[src/rtl/tsq_pkg.sv]
package tsq_pkg;
  typedef enum logic [1:0] {
    ST_FETCH  = 2'd0,
    ST_DECODE = 2'd1,
    ST_TABLE  = 2'd2
  } seqState_t;

  // strobes from control to datapath and stack
  typedef struct packed {
    logic latchTok;
    logic pcInc;
    logic pcPop;
    logic pcTarget;
    logic loadLit;
    logic fireLin;
    logic push;
    logic pop;
  } seqCtl_t;
endpackage

[src/rtl/tsq_stack.sv]
module tsq_stack #(
  parameter int DEPTH = 16,
  parameter int W     = 16
) (
  input  logic         clk,
  input  logic         rst,
  input  logic         push,
  input  logic         pop,
  input  logic [W-1:0] din,
  output logic [W-1:0] top,
  output logic         empty,
  output logic         full,
  output logic         overflow,
  output logic         underflow
);
  localparam int PTR_W = (DEPTH > 1) ? $clog2(DEPTH) : 1;
  localparam int CNT_W = $clog2(DEPTH + 1);

  logic [W-1:0]     mem [DEPTH];
  logic [CNT_W-1:0] count;
  logic [CNT_W-1:0] topIdx;

  assign empty  = (count == '0);
  assign full   = (count == CNT_W'(DEPTH));
  assign topIdx = count - CNT_W'(1);
  assign top    = mem[topIdx[PTR_W-1:0]];

  always_ff @(posedge clk) begin
    if (rst) begin
      count     <= '0;
      overflow  <= 1'b0;
      underflow <= 1'b0;
    end else begin
      if (push) begin
        if (full) overflow <= 1'b1;
        else begin
          mem[count[PTR_W-1:0]] <= din;
          count <= count + CNT_W'(1);
        end
      end else if (pop) begin
        if (empty) underflow <= 1'b1;
        else count <= count - CNT_W'(1);
      end
    end
  end

  assert_overflow_sticky_R8: assert property (@(posedge clk) disable iff (rst)
    overflow |=> overflow);
  assert_full_no_grow_R8: assert property (@(posedge clk) disable iff (rst)
    (push && full) |=> $stable(count));
  assert_underflow_sticky_R9: assert property (@(posedge clk) disable iff (rst)
    underflow |=> underflow);
  assert_empty_pop_R9: assert property (@(posedge clk) disable iff (rst)
    (pop && !push && empty) |=> empty);
endmodule

[src/rtl/tsq_ctrl.sv]
module tsq_ctrl
  import tsq_pkg::*;
(
  input  logic    clk,
  input  logic    rst,
  input  logic    isRet,
  input  logic    isLin,
  input  logic    entryIsLit,
  input  logic    stackEmpty,
  input  logic    stackFull,
  output seqCtl_t ctl
);
  seqState_t state, stateNext;

  always_comb begin
    ctl       = '0;
    stateNext = state;
    unique case (state)
      ST_FETCH: stateNext = ST_DECODE;
      ST_DECODE: begin
        ctl.latchTok = 1'b1;
        if (isRet) begin
          ctl.pop = 1'b1;
          if (stackEmpty) ctl.pcInc = 1'b1;
          else            ctl.pcPop = 1'b1;
          stateNext = ST_FETCH;
        end else if (isLin) begin
          ctl.fireLin = 1'b1;
          ctl.pcInc   = 1'b1;
          stateNext   = ST_FETCH;
        end else begin
          ctl.pcInc = 1'b1;
          stateNext = ST_TABLE;
        end
      end
      ST_TABLE: begin
        if (entryIsLit) ctl.loadLit = 1'b1;
        else begin
          ctl.push = 1'b1;
          if (!stackFull) ctl.pcTarget = 1'b1;
        end
        stateNext = ST_FETCH;
      end
      default: stateNext = ST_FETCH;
    endcase
  end

  always_ff @(posedge clk) begin
    if (rst) state <= ST_FETCH;
    else     state <= stateNext;
  end

  assert_table_after_decode_R4: assert property (@(posedge clk) disable iff (rst)
    (state == ST_TABLE) |-> ($past(state) == ST_DECODE));
  assert_call_three_cycles_R4: assert property (@(posedge clk) disable iff (rst)
    (state == ST_TABLE) |=> (state == ST_FETCH));
  assert_return_two_cycles_R5: assert property (@(posedge clk) disable iff (rst)
    (state == ST_DECODE && isRet) |=> (state == ST_FETCH));
endmodule

[src/rtl/tsq_datapath.sv]
module tsq_datapath
  import tsq_pkg::*;
#(
  parameter int          ADDR_W     = 16,
  parameter int          TOKEN_W    = 9,
  parameter int          WIN_SHIFT  = 4,
  parameter int          LIN_COUNT  = 256,
  parameter logic [15:0] START_ADDR = 16'h0040
) (
  input  logic               clk,
  input  logic               rst,
  input  seqCtl_t            ctl,
  input  logic [TOKEN_W-1:0] codeData,
  input  logic [32:0]        tblData,
  input  logic [ADDR_W-1:0]  stackTop,
  output logic [ADDR_W-1:0]  pc,
  output logic [ADDR_W-1:0]  tblAddr,
  output logic               isRet,
  output logic               isLin,
  output logic               entryIsLit,
  output logic [31:0]        litValue,
  output logic               linStrobe,
  output logic [TOKEN_W-1:0] linToken
);
  localparam int LIN_BASE = (1 << TOKEN_W) - LIN_COUNT;

  logic [ADDR_W-1:0]  nextPc;
  logic [ADDR_W-1:0]  winBase;
  logic [TOKEN_W-1:0] q;

  assign nextPc     = pc + ADDR_W'(1);
  assign winBase    = nextPc >> WIN_SHIFT;
  assign tblAddr    = winBase + ADDR_W'(codeData);
  assign isRet      = (codeData == '0);
  assign entryIsLit = tblData[32];
  assign linToken   = q;

  generate
    if (LIN_COUNT == 0) begin : gNoLin
      assign isLin = 1'b0;
    end else begin : gLin
      assign isLin = (codeData >= TOKEN_W'(LIN_BASE));
    end
  endgenerate

  always_ff @(posedge clk) begin
    if (rst) begin
      pc        <= ADDR_W'(START_ADDR);
      q         <= '0;
      litValue  <= '0;
      linStrobe <= 1'b0;
    end else begin
      linStrobe <= ctl.fireLin;
      if (ctl.latchTok) q <= codeData;
      if (ctl.pcInc)         pc <= nextPc;
      else if (ctl.pcPop)    pc <= stackTop;
      else if (ctl.pcTarget) pc <= tblData[ADDR_W-1:0];
      if (ctl.loadLit) litValue <= tblData[31:0];
    end
  end

  assert_lit_keeps_pc_R7: assert property (@(posedge clk) disable iff (rst)
    ctl.loadLit |=> $stable(pc));
  assert_lin_single_pulse_R6: assert property (@(posedge clk) disable iff (rst)
    linStrobe |=> !linStrobe);
endmodule

[src/rtl/token_seq.sv]
module token_seq
  import tsq_pkg::*;
#(
  parameter int          ADDR_W      = 16,
  parameter int          TOKEN_W     = 9,
  parameter int          WIN_SHIFT   = 4,
  parameter int          LIN_COUNT   = 256,
  parameter int          STACK_DEPTH = 16,
  parameter logic [15:0] START_ADDR  = 16'h0040
) (
  input  logic               clk,
  input  logic               rst,
  output logic [ADDR_W-1:0]  codeAddr,
  input  logic [TOKEN_W-1:0] codeData,
  output logic [ADDR_W-1:0]  tblAddr,
  input  logic [32:0]        tblData,
  output logic [31:0]        litValue,
  output logic               linStrobe,
  output logic [TOKEN_W-1:0] linToken,
  output logic               stackOverflow,
  output logic               stackUnderflow,
  output logic [ADDR_W-1:0]  pc
);
  seqCtl_t           ctl;
  logic              isRet, isLin, entryIsLit;
  logic              stackEmpty, stackFull;
  logic [ADDR_W-1:0] stackTop;

  assign codeAddr = pc;

  tsq_ctrl u_ctrl (
    .clk        (clk),
    .rst        (rst),
    .isRet      (isRet),
    .isLin      (isLin),
    .entryIsLit (entryIsLit),
    .stackEmpty (stackEmpty),
    .stackFull  (stackFull),
    .ctl        (ctl)
  );

  tsq_datapath #(
    .ADDR_W     (ADDR_W),
    .TOKEN_W    (TOKEN_W),
    .WIN_SHIFT  (WIN_SHIFT),
    .LIN_COUNT  (LIN_COUNT),
    .START_ADDR (START_ADDR)
  ) u_dp (
    .clk        (clk),
    .rst        (rst),
    .ctl        (ctl),
    .codeData   (codeData),
    .tblData    (tblData),
    .stackTop   (stackTop),
    .pc         (pc),
    .tblAddr    (tblAddr),
    .isRet      (isRet),
    .isLin      (isLin),
    .entryIsLit (entryIsLit),
    .litValue   (litValue),
    .linStrobe  (linStrobe),
    .linToken   (linToken)
  );

  tsq_stack #(
    .DEPTH (STACK_DEPTH),
    .W     (ADDR_W)
  ) u_stack (
    .clk       (clk),
    .rst       (rst),
    .push      (ctl.push),
    .pop       (ctl.pop),
    .din       (pc),
    .top       (stackTop),
    .empty     (stackEmpty),
    .full      (stackFull),
    .overflow  (stackOverflow),
    .underflow (stackUnderflow)
  );
endmodule

[config.mk]
export PLATFORM = sky130hd
export DESIGN_NAME = token_seq
export DESIGN_NICKNAME = d
export VERILOG_FILES = /design/src/rtl/tsq_pkg.sv /design/src/rtl/tsq_stack.sv /design/src/rtl/tsq_ctrl.sv /design/src/rtl/tsq_datapath.sv /design/src/rtl/token_seq.sv
export SDC_FILE = /design/constraint.sdc
export NUM_CORES = 1
export LEC_CHECK = 0
export BUFFER_PORTS_ARGS = -buffer_cell sky130_fd_sc_hd__buf_2
export CORE_ASPECT_RATIO = 1.4
export CORE_MARGIN = 2
export CORE_UTILIZATION = 52
export DETAILED_ROUTE_END_ITERATION = 16
export PLACE_DENSITY = 0.77
export REMOVE_ABC_BUFFERS = 1
export SKIP_CTS_REPAIR_TIMING = 1
export SYNTH_ARGS = -nofsm -noshare
export SYNTH_HDL_FRONTEND = slang
export SYNTH_SLANG_ARGS = --single-unit
[constraint.sdc]
create_clock -name clk -period 4.35 [get_ports clk]
set_input_delay 0.87 -clock clk [delete_from_list [all_inputs] [get_ports clk]]
set_output_delay 0.87 -clock clk [all_outputs]
set_load 0.01 [all_outputs]
==> metrics.md, run 1 <==
| Metric | Value |
|---|---|
| Via count | `~8300` |
| Top-count cell post-synth | `sky130_fd_sc_hd__edfxtp_1` |
| Worst min-delay path class | `reg2reg` |
| Share of synthesized area occupied by flip-flops and latches | `0.6684` |
| Ratio of final minimum period to clock period | `0.9605` |
| Final-stage net count | `approximately 1100` |
| Final hold violation count | `0` |
| Critical path data required time | `about 3.5 ns` |
| Die Ht | `roughly 190 µm` |
| Total power divided by cell area | `about 420 nW/µm²` |
| Number of flip-flops and latches in the synthesized netlist | `roughly 320` |
| Number of global-route vias before repair | `8240` |
| Final clock skew | `0.02063 ns` |
| Final Hold Slack | `about 0.45 ns` |
| Antenna violations before repair | `0` |
| Pre-CTS worst setup slack | `0.5495 ns` |
| Type of destination of the critical path | `output pin` |
| Final core area utilization | `0.6169` |
| Pre-Repair DR Iteration Count | `5` |
| Total chip power | `~6.6 mW` |
| Yosys warns | `0` |
| Total Wirelength | `around 33 mm` |
| Final std cells w/o fill | `about 1400` |
| Synth top area share | `0.5691` |
| Setup slack of the critical path after layout | `0.1718 ns` |
| Global-route wire length before repair | `between 50 and 60 mm` |
| Global routing usage summed across all routing layers | `0.2434` |
| Post-route setup TNS | `0 ns` |
| Filler Cells Inserted | `1801` |
| Routability cong. | `between 0.8 and 0.9` |
| Cell count after synthesis | `around 870` |
| Post-DRT Antenna Nets | `0` |
| Clock transition at the registers of the reported paths | `~0.07 ns` |
| DR iter-0 viols | `around 880` |
| Placed Instance Area | `about 15000 µm²` |
| Max Cap Viol | `0` |
| Top cells by instance count after synthesis | `sky130_fd_sc_hd__edfxtp_1, sky130_fd_sc_hd__nand2_1, sky130_fd_sc_hd__mux4_2` |
| Fraction of layout instances using a drive strength above 1 | `0.3449` |
| Clock period minus final worst setup slack | `4.178 ns` |
| Worst setup path class | `reg2out` |
| Transition at the pin with the smallest max-transition slack | `approximately 1.0 ns` |
| Detail-routed via count per cell | `between 6 and 7` |
| TritonCTS clock tree | `yes` |
| Quantity of I/O buffers inserted on ports | `around 130` |
| Worst Setup Start Kind | `flop` |
| Clk root buf | `sky130_fd_sc_hd__clkbuf_16` |
| Number of cells after detailed placement | `roughly 1300` |
| Final non-filler cell area | `approximately 16000 µm²` |
| Antenna diode instance count | `0` |
| TritonCTS Buffers | `29` |
| Run status | `completed` |
| Average detailed-routed wire length per instance | `between 20 and 25 µm` |
| Slew headroom | `0.3054` |
| Per-instance average area after synthesis | `approximately 16 µm²` |
| Number of buffers on the longest clock path | `3` |
| Top Ports | `between 100 and 150` |
| Critical path data arrival time | `around 3.3 ns` |
| Netlist Area Pre-Place | `approximately 14000 µm²` |
| Pin count of the biggest net entering global routing | `55` |
| Slew Viols, Final | `0` |
| Clk sink count | `between 300 and 400` |
| Number of enable flip-flop cells after synthesis | `around 260` |
| Floorplan row count | `69` |
| Ranking of synthesized cells by area | `sky130_fd_sc_hd__edfxtp_1, sky130_fd_sc_hd__mux4_2, sky130_fd_sc_hd__dfxtp_1` |
| Drt drc | `0` |
| P_leak | `5.387 nW` |
| Post-synth top area cell | `sky130_fd_sc_hd__edfxtp_1` |
| Clock network latency to the later pin of the worst-skew pair | `~0.55 ns` |
| Core area | `roughly 25000 µm²` |
| Fmax | `~0.24 GHz` |
| Number of distinct library cells after synthesis | `64` |
| Async SR Flop Fraction | `0` |
| Worst VDD drop | `roughly 0.30 mV` |
| Layout-stage area growth over the synthesis result | `16.32%` |
| Floorplan die width | `approximately 140 µm` |
| Overall overflow remaining after global route | `0` |
| Area enclosed by the die boundary | `~27000 µm²` |
| HPWL after detailed placement | `between 20 and 25 mm` |
| Synth Flop Type | `sky130_fd_sc_hd__edfxtp_1` |
| Max FO, Critical Path | `6` |
| Final setup fails | `0` |
| Effective utilization at floorplan | `0.5304` |
| Number of H-tree levels | `1` |
==> power breakdown <==
group	internal [mW]	switching [mW]	leakage [nW]
clock network	1.62	1.11	0.494
registers	3.36	0.0193	2.85
logic	0.184	0.291	2.05
==> sequential cells by signal (all words and copies together), names as in the netlist <==
name / count
u_stack.mem: 256
u_dp.litValue: 32
u_dp.pc: 16
u_dp.linToken: 9
u_stack.count: 5
u_ctrl.state: 2
u_dp.linStrobe: 1
u_stack.overflow: 1
u_stack.underflow: 1
==> worst paths after layout <==
| check | depth (start not counted) | startpoint | to | slack [ns] |
|---|---|---|---|---|
| hold / removal | 2 | u_stack.underflow | u_stack.underflow | 0.45 |
| hold reg to reg | 2 | u_stack.underflow | u_stack.underflow | 0.45 |
| setup / recovery | 11 | u_dp.pc[0] | tblAddr[9] | 0.17 |
| setup reg to reg | 9 | u_stack.count[0] | u_stack.mem[14][10] | 1.32 |
==> critical path, stage by stage (launching register included) <==
cell and delay [ns]:
sky130_fd_sc_hd__dfxtp_1 0.37, sky130_fd_sc_hd__ha_2 0.22, sky130_fd_sc_hd__nand3_1 0.14, sky130_fd_sc_hd__or3_4 0.41, sky130_fd_sc_hd__xnor2_2 0.15, sky130_fd_sc_hd__ha_2 0.33, sky130_fd_sc_hd__a21o_1 0.18, sky130_fd_sc_hd__a31o_2 0.25
sky130_fd_sc_hd__o211ai_1 0.30, sky130_fd_sc_hd__nand2_1 0.11, sky130_fd_sc_hd__xnor2_1 0.15, sky130_fd_sc_hd__buf_2 0.15
==> placed cells by master (no fill, tap or decap), types with 5 or more instances in the layout <==
cell type,instances
sky130_fd_sc_hd__edfxtp_1,256
sky130_fd_sc_hd__mux4_2,74
sky130_fd_sc_hd__o211ai_1,7
sky130_fd_sc_hd__nand2_1,107
sky130_fd_sc_hd__mux2_2,7
sky130_fd_sc_hd__buf_2,132
sky130_fd_sc_hd__bufinv_16,6
sky130_fd_sc_hd__nand3_1,6
sky130_fd_sc_hd__a21oi_1,58
sky130_fd_sc_hd__inv_1,12
sky130_fd_sc_hd__mux2i_1,11
sky130_fd_sc_hd__clkbuf_16,29
sky130_fd_sc_hd__xor2_1,8
sky130_fd_sc_hd__xnor2_1,15
sky130_fd_sc_hd__nor2_2,8
sky130_fd_sc_hd__nor3_1,14
sky130_fd_sc_hd__clkinv_2,6
sky130_fd_sc_hd__dfxtp_1,64
sky130_fd_sc_hd__nor2_1,31
sky130_fd_sc_hd__a31oi_1,7
sky130_fd_sc_hd__buf_4,47
sky130_fd_sc_hd__ha_1,13
sky130_fd_sc_hd__nand4_1,5
sky130_fd_sc_hd__o21ai_0,13
==> layer usage <==
layer  wire (µm)  global-route usage  vias up
met1       12210              0.3141     4122
met2       16860              0.4247      476
met5           0                   0        -
met4        1194             0.08268        0
met3        2858             0.03498       65
li1            -                   -     3612
==> cells by family (layout without fill, tap and decap cells) <==
family | Yosys count | after routing | share of synthesized area
AO/OA/AOI/OAI | 118 | 118 | 0.05502
AND/OR/NAND/NOR | 211 | 211 | 0.07373
XOR/XNOR | 26 | 26 | 0.01686
adder cells (fa/ha/maj) | 17 | 17 | 0.01630
buffers and inverters | 77 | 248 | 0.03205
other | 1 | 3 | 0.0002776
flip-flops | 323 | 323 | 0.6684
multiplexers | 92 | 92 | 0.1374
==> area by class of cell <==
| cell class | count | area (µm²) | share of cell area |
|---|---|---|---|
| multi-input combinational | 467 | 4150 | 0.2641 |
| timing repair buffer | 181 | 1049 | 0.06673 |
| inverter | 13 | 48.80 | 0.003106 |
| tap | 319 | 399.1 | 0.02540 |
| sequential | 323 | 9035 | 0.5750 |
| clock inverter | 19 | 262.8 | 0.01672 |
| clock buffer | 35 | 768.2 | 0.04889 |
Note: power is estimated with default switching activity, not from simulation.
==> inputs of run 2 (changes only) <==
ABC_AREA = 1   (was unset)
PLACE_DENSITY = 0.76   (was 0.77)
==> metrics.md, run 2 <==
| Metric | Value |
|---|---|
| Detail-routed via count per cell | `between 5 and 6` |
| Worst reg2reg startpoint | `u_stack.count[0]` |
| Global routing usage summed across all routing layers | `0.2678` |
| Largest register FFs | `between 200 and 300` |
| Critical path data required time | `approximately 3.5 ns` |
| Clk root buf | `sky130_fd_sc_hd__clkbuf_16` |
| Via count | `between 10000 and 15000` |
| Minimum setup slack among reg-to-reg paths | `about 1.5 ns` |
| Worst setup path start | `u_dp.pc[0]` |
| Worst Reg2Reg Path Length in Cells | `10` |
| Top cells by instance count after synthesis | `sky130_fd_sc_hd__nor2_1, sky130_fd_sc_hd__edfxtp_1, sky130_fd_sc_hd__o21ai_0` |
| Clock network latency to the later pin of the worst-skew pair | `between 0.5 and 0.6 ns` |
| P_leak | `about 6.3 nW` |
| Final hold violation count | `0` |
| Number of H-tree levels | `1` |
| Total Wirelength | `38.01 mm` |
| Drt drc | `0` |
| Ranking of synthesized cells by area | `sky130_fd_sc_hd__edfxtp_1, sky130_fd_sc_hd__dfxtp_1, sky130_fd_sc_hd__nor2_1` |
| Clock period minus final worst setup slack | `4.150 ns` |
| Filler Cells Inserted | `approximately 2200` |
| Share of synthesized area occupied by flip-flops and latches | `0.6367` |
| Floorplan row count | `approximately 70` |
| Pin count of the biggest net entering global routing | `115` |
| Die Ht | `around 200 µm` |
| Slew headroom | `0.2615` |
| Number of cells after detailed placement | `1856` |
| Worst setup path class | `reg2out` |
| Worst VDD drop | `approximately 0.54 mV` |
| Worst Setup Start Kind | `flop` |
| Max FO, Critical Path | `4` |
| Antenna diode instance count | `0` |
| Top Ports | `136` |
| Global-route wire length before repair | `roughly 58 mm` |
| Worst min-delay path class | `reg2reg` |
| Final setup fails | `0` |
| Average detailed-routed wire length per instance | `about 20 µm` |
| Synth top area share | `0.5421` |
| Final non-filler cell area | `16300 µm²` |
| Placed Instance Area | `15220 µm²` |
| Core area | `26830 µm²` |
| Final-stage net count | `~1600` |
| Layout-stage area growth over the synthesis result | `14.94%` |
| Cell count after synthesis | `around 1400` |
| Number of global-route vias before repair | `approximately 10000` |
| Floorplan die width | `about 140 µm` |
| Quantity of I/O buffers inserted on ports | `around 130` |
| Netlist Area Pre-Place | `roughly 14000 µm²` |
| Yosys warns | `0` |
| Post-synth top area cell | `sky130_fd_sc_hd__edfxtp_1` |
| Number of buffers on the longest clock path | `3` |
| Leading cell types in the layout, fill and taps excluded | `sky130_fd_sc_hd__nor2_1, sky130_fd_sc_hd__edfxtp_1, sky130_fd_sc_hd__o21ai_0, sky130_fd_sc_hd__buf_2, sky130_fd_sc_hd__nand2_1` |
| Run status | `completed` |
| Routability cong. | `around 0.90` |
| Number of enable flip-flop cells after synthesis | `between 200 and 300` |
| Most common cell after layout, fill and taps aside | `sky130_fd_sc_hd__nor2_1` |
| Effective utilization at floorplan | `0.5285` |
| Type of destination of the critical path | `output pin` |
| Fraction of layout instances using a drive strength above 1 | `0.1762` |
| Total power divided by cell area | `approximately 410 nW/µm²` |
| Ratio of final minimum period to clock period | `0.9540` |
| Fmax | `roughly 0.24 GHz` |
| Async SR Flop Fraction | `0` |
| Synth Flop Type | `sky130_fd_sc_hd__edfxtp_1` |
| TritonCTS Buffers | `29` |
| Area enclosed by the die boundary | `approximately 29000 µm²` |
| Clk sink count | `~320` |
| Critical path data arrival time | `about 3.3 ns` |
| Final clock skew | `between 0.009 and 0.01 ns` |
| Top-count cell post-synth | `sky130_fd_sc_hd__nor2_1` |
| Overall overflow remaining after global route | `0` |
| Final std cells w/o fill | `~1900` |
| Clock transition at the registers of the reported paths | `0.07 ns` |
| Slew Viols, Final | `0` |
| Termination of the worst setup path | `tblAddr[12]` |
| Max Cap Viol | `0` |
| DR iter-0 viols | `between 1000 and 1500` |
| HPWL after detailed placement | `24.09 mm` |
| RSZ-0062 raised after global routing | `no` |
| Pre-Repair DR Iteration Count | `7` |
| Post-DRT Antenna Nets | `0` |
| Transition at the pin with the smallest max-transition slack | `1.108 ns` |
| R2R Path End | `u_dp.pc[0]` |
| Antenna violations before repair | `0` |
| Per-instance average area after synthesis | `between 10 and 15 µm²` |
| TritonCTS clock tree | `yes` |
| Number of flip-flops and latches in the synthesized netlist | `approximately 320` |
| Number of distinct library cells after synthesis | `41` |
run 2: critical path, stage by stage (launching register included):
cell                      delay (ns)
sky130_fd_sc_hd__dfxtp_1        0.38
sky130_fd_sc_hd__ha_1           0.20
sky130_fd_sc_hd__nand2_1        0.12
sky130_fd_sc_hd__o21ai_0        0.18
sky130_fd_sc_hd__nand2_1        0.10
sky130_fd_sc_hd__inv_1          0.09
sky130_fd_sc_hd__ha_1           0.19
sky130_fd_sc_hd__inv_1          0.08
sky130_fd_sc_hd__fa_1           0.42
sky130_fd_sc_hd__o21ai_2        0.22
sky130_fd_sc_hd__nand2_1        0.07
sky130_fd_sc_hd__nand2_1        0.11
sky130_fd_sc_hd__nand2_1        0.06
sky130_fd_sc_hd__nand2_1        0.08
sky130_fd_sc_hd__nand2_1        0.09
sky130_fd_sc_hd__nor3b_1        0.17
sky130_fd_sc_hd__buf_2          0.15
run 2: stage by stage:
stage,setup WS [ns],hold slack (ns),utilization,TNS [ns],power [mW]
floorplan,-3.281,0.4588,-,-507.06,3.785
global placement,0.6482,0.4281,0.5673,0,4.028
detailed placement,0.5856,0.4322,0.5673,0,4.037
CTS,-0.02946,0.4454,0.6067,-0.03003,6.751
global route,0.01295,0.4562,0.6075,0,6.941
finish,0.2000,0.4432,0.6075,0,6.743
run 2: worst min-delay path by stage:
stage               cells after the start  slack [ns]              start                end
floorplan                               2        0.46   u_stack.count[4]   u_stack.count[4]
global placement                        2        0.43   u_dp.litValue[7]   u_dp.litValue[7]
detailed placement                      2        0.43  u_dp.litValue[14]  u_dp.litValue[14]
CTS                                     2        0.45   u_dp.litValue[4]   u_dp.litValue[4]
global route                            2        0.46  u_dp.litValue[29]  u_dp.litValue[29]
finish                                  2        0.44  u_dp.litValue[25]  u_dp.litValue[25]
run 2: area by class of cell:
| type | instances | area, µm² | area share |
|---|---|---|---|
| multi-input combinational | 882 | 4327 | 0.2655 |
| clock buffer | 35 | 854.6 | 0.05243 |
| clock inverter | 18 | 201.4 | 0.01236 |
| timing repair buffer | 176 | 1007 | 0.06180 |
| inverter | 110 | 419.2 | 0.02572 |
| tap | 365 | 456.7 | 0.02802 |
| sequential | 323 | 9032 | 0.5542 |
run 2: metal layers:
layer	vias to the layer above	wire, µm	track usage
met3	97	2802	0.03403
met2	522	19760	0.4762
li1	4988	-	-
met4	0	1729	0.1278
met5	-	0	0
met1	5052	13720	0.3208
run 2: kinds of logic (layout without fill, tap and decap cells):
kind of cell	count (synthesis)	in the layout	synth area share
AOI/OAI and AO/OA	293	293	0.1090
xor gates and xnor gates	21	21	0.01350
adders and majority gates	17	17	0.01553
buffers and inverters	201	339	0.06406
DFF	323	323	0.6367
other	1	3	0.0002645
and+or+nand+nor	548	548	0.1609
run 2: where the power goes:
part | total, mW | internal (mW) | switching [mW]
logic | 0.578 | 0.181 | 0.397
clock network | 2.77 | 1.60 | 1.17
registers | 3.40 | 3.38 | 0.0227
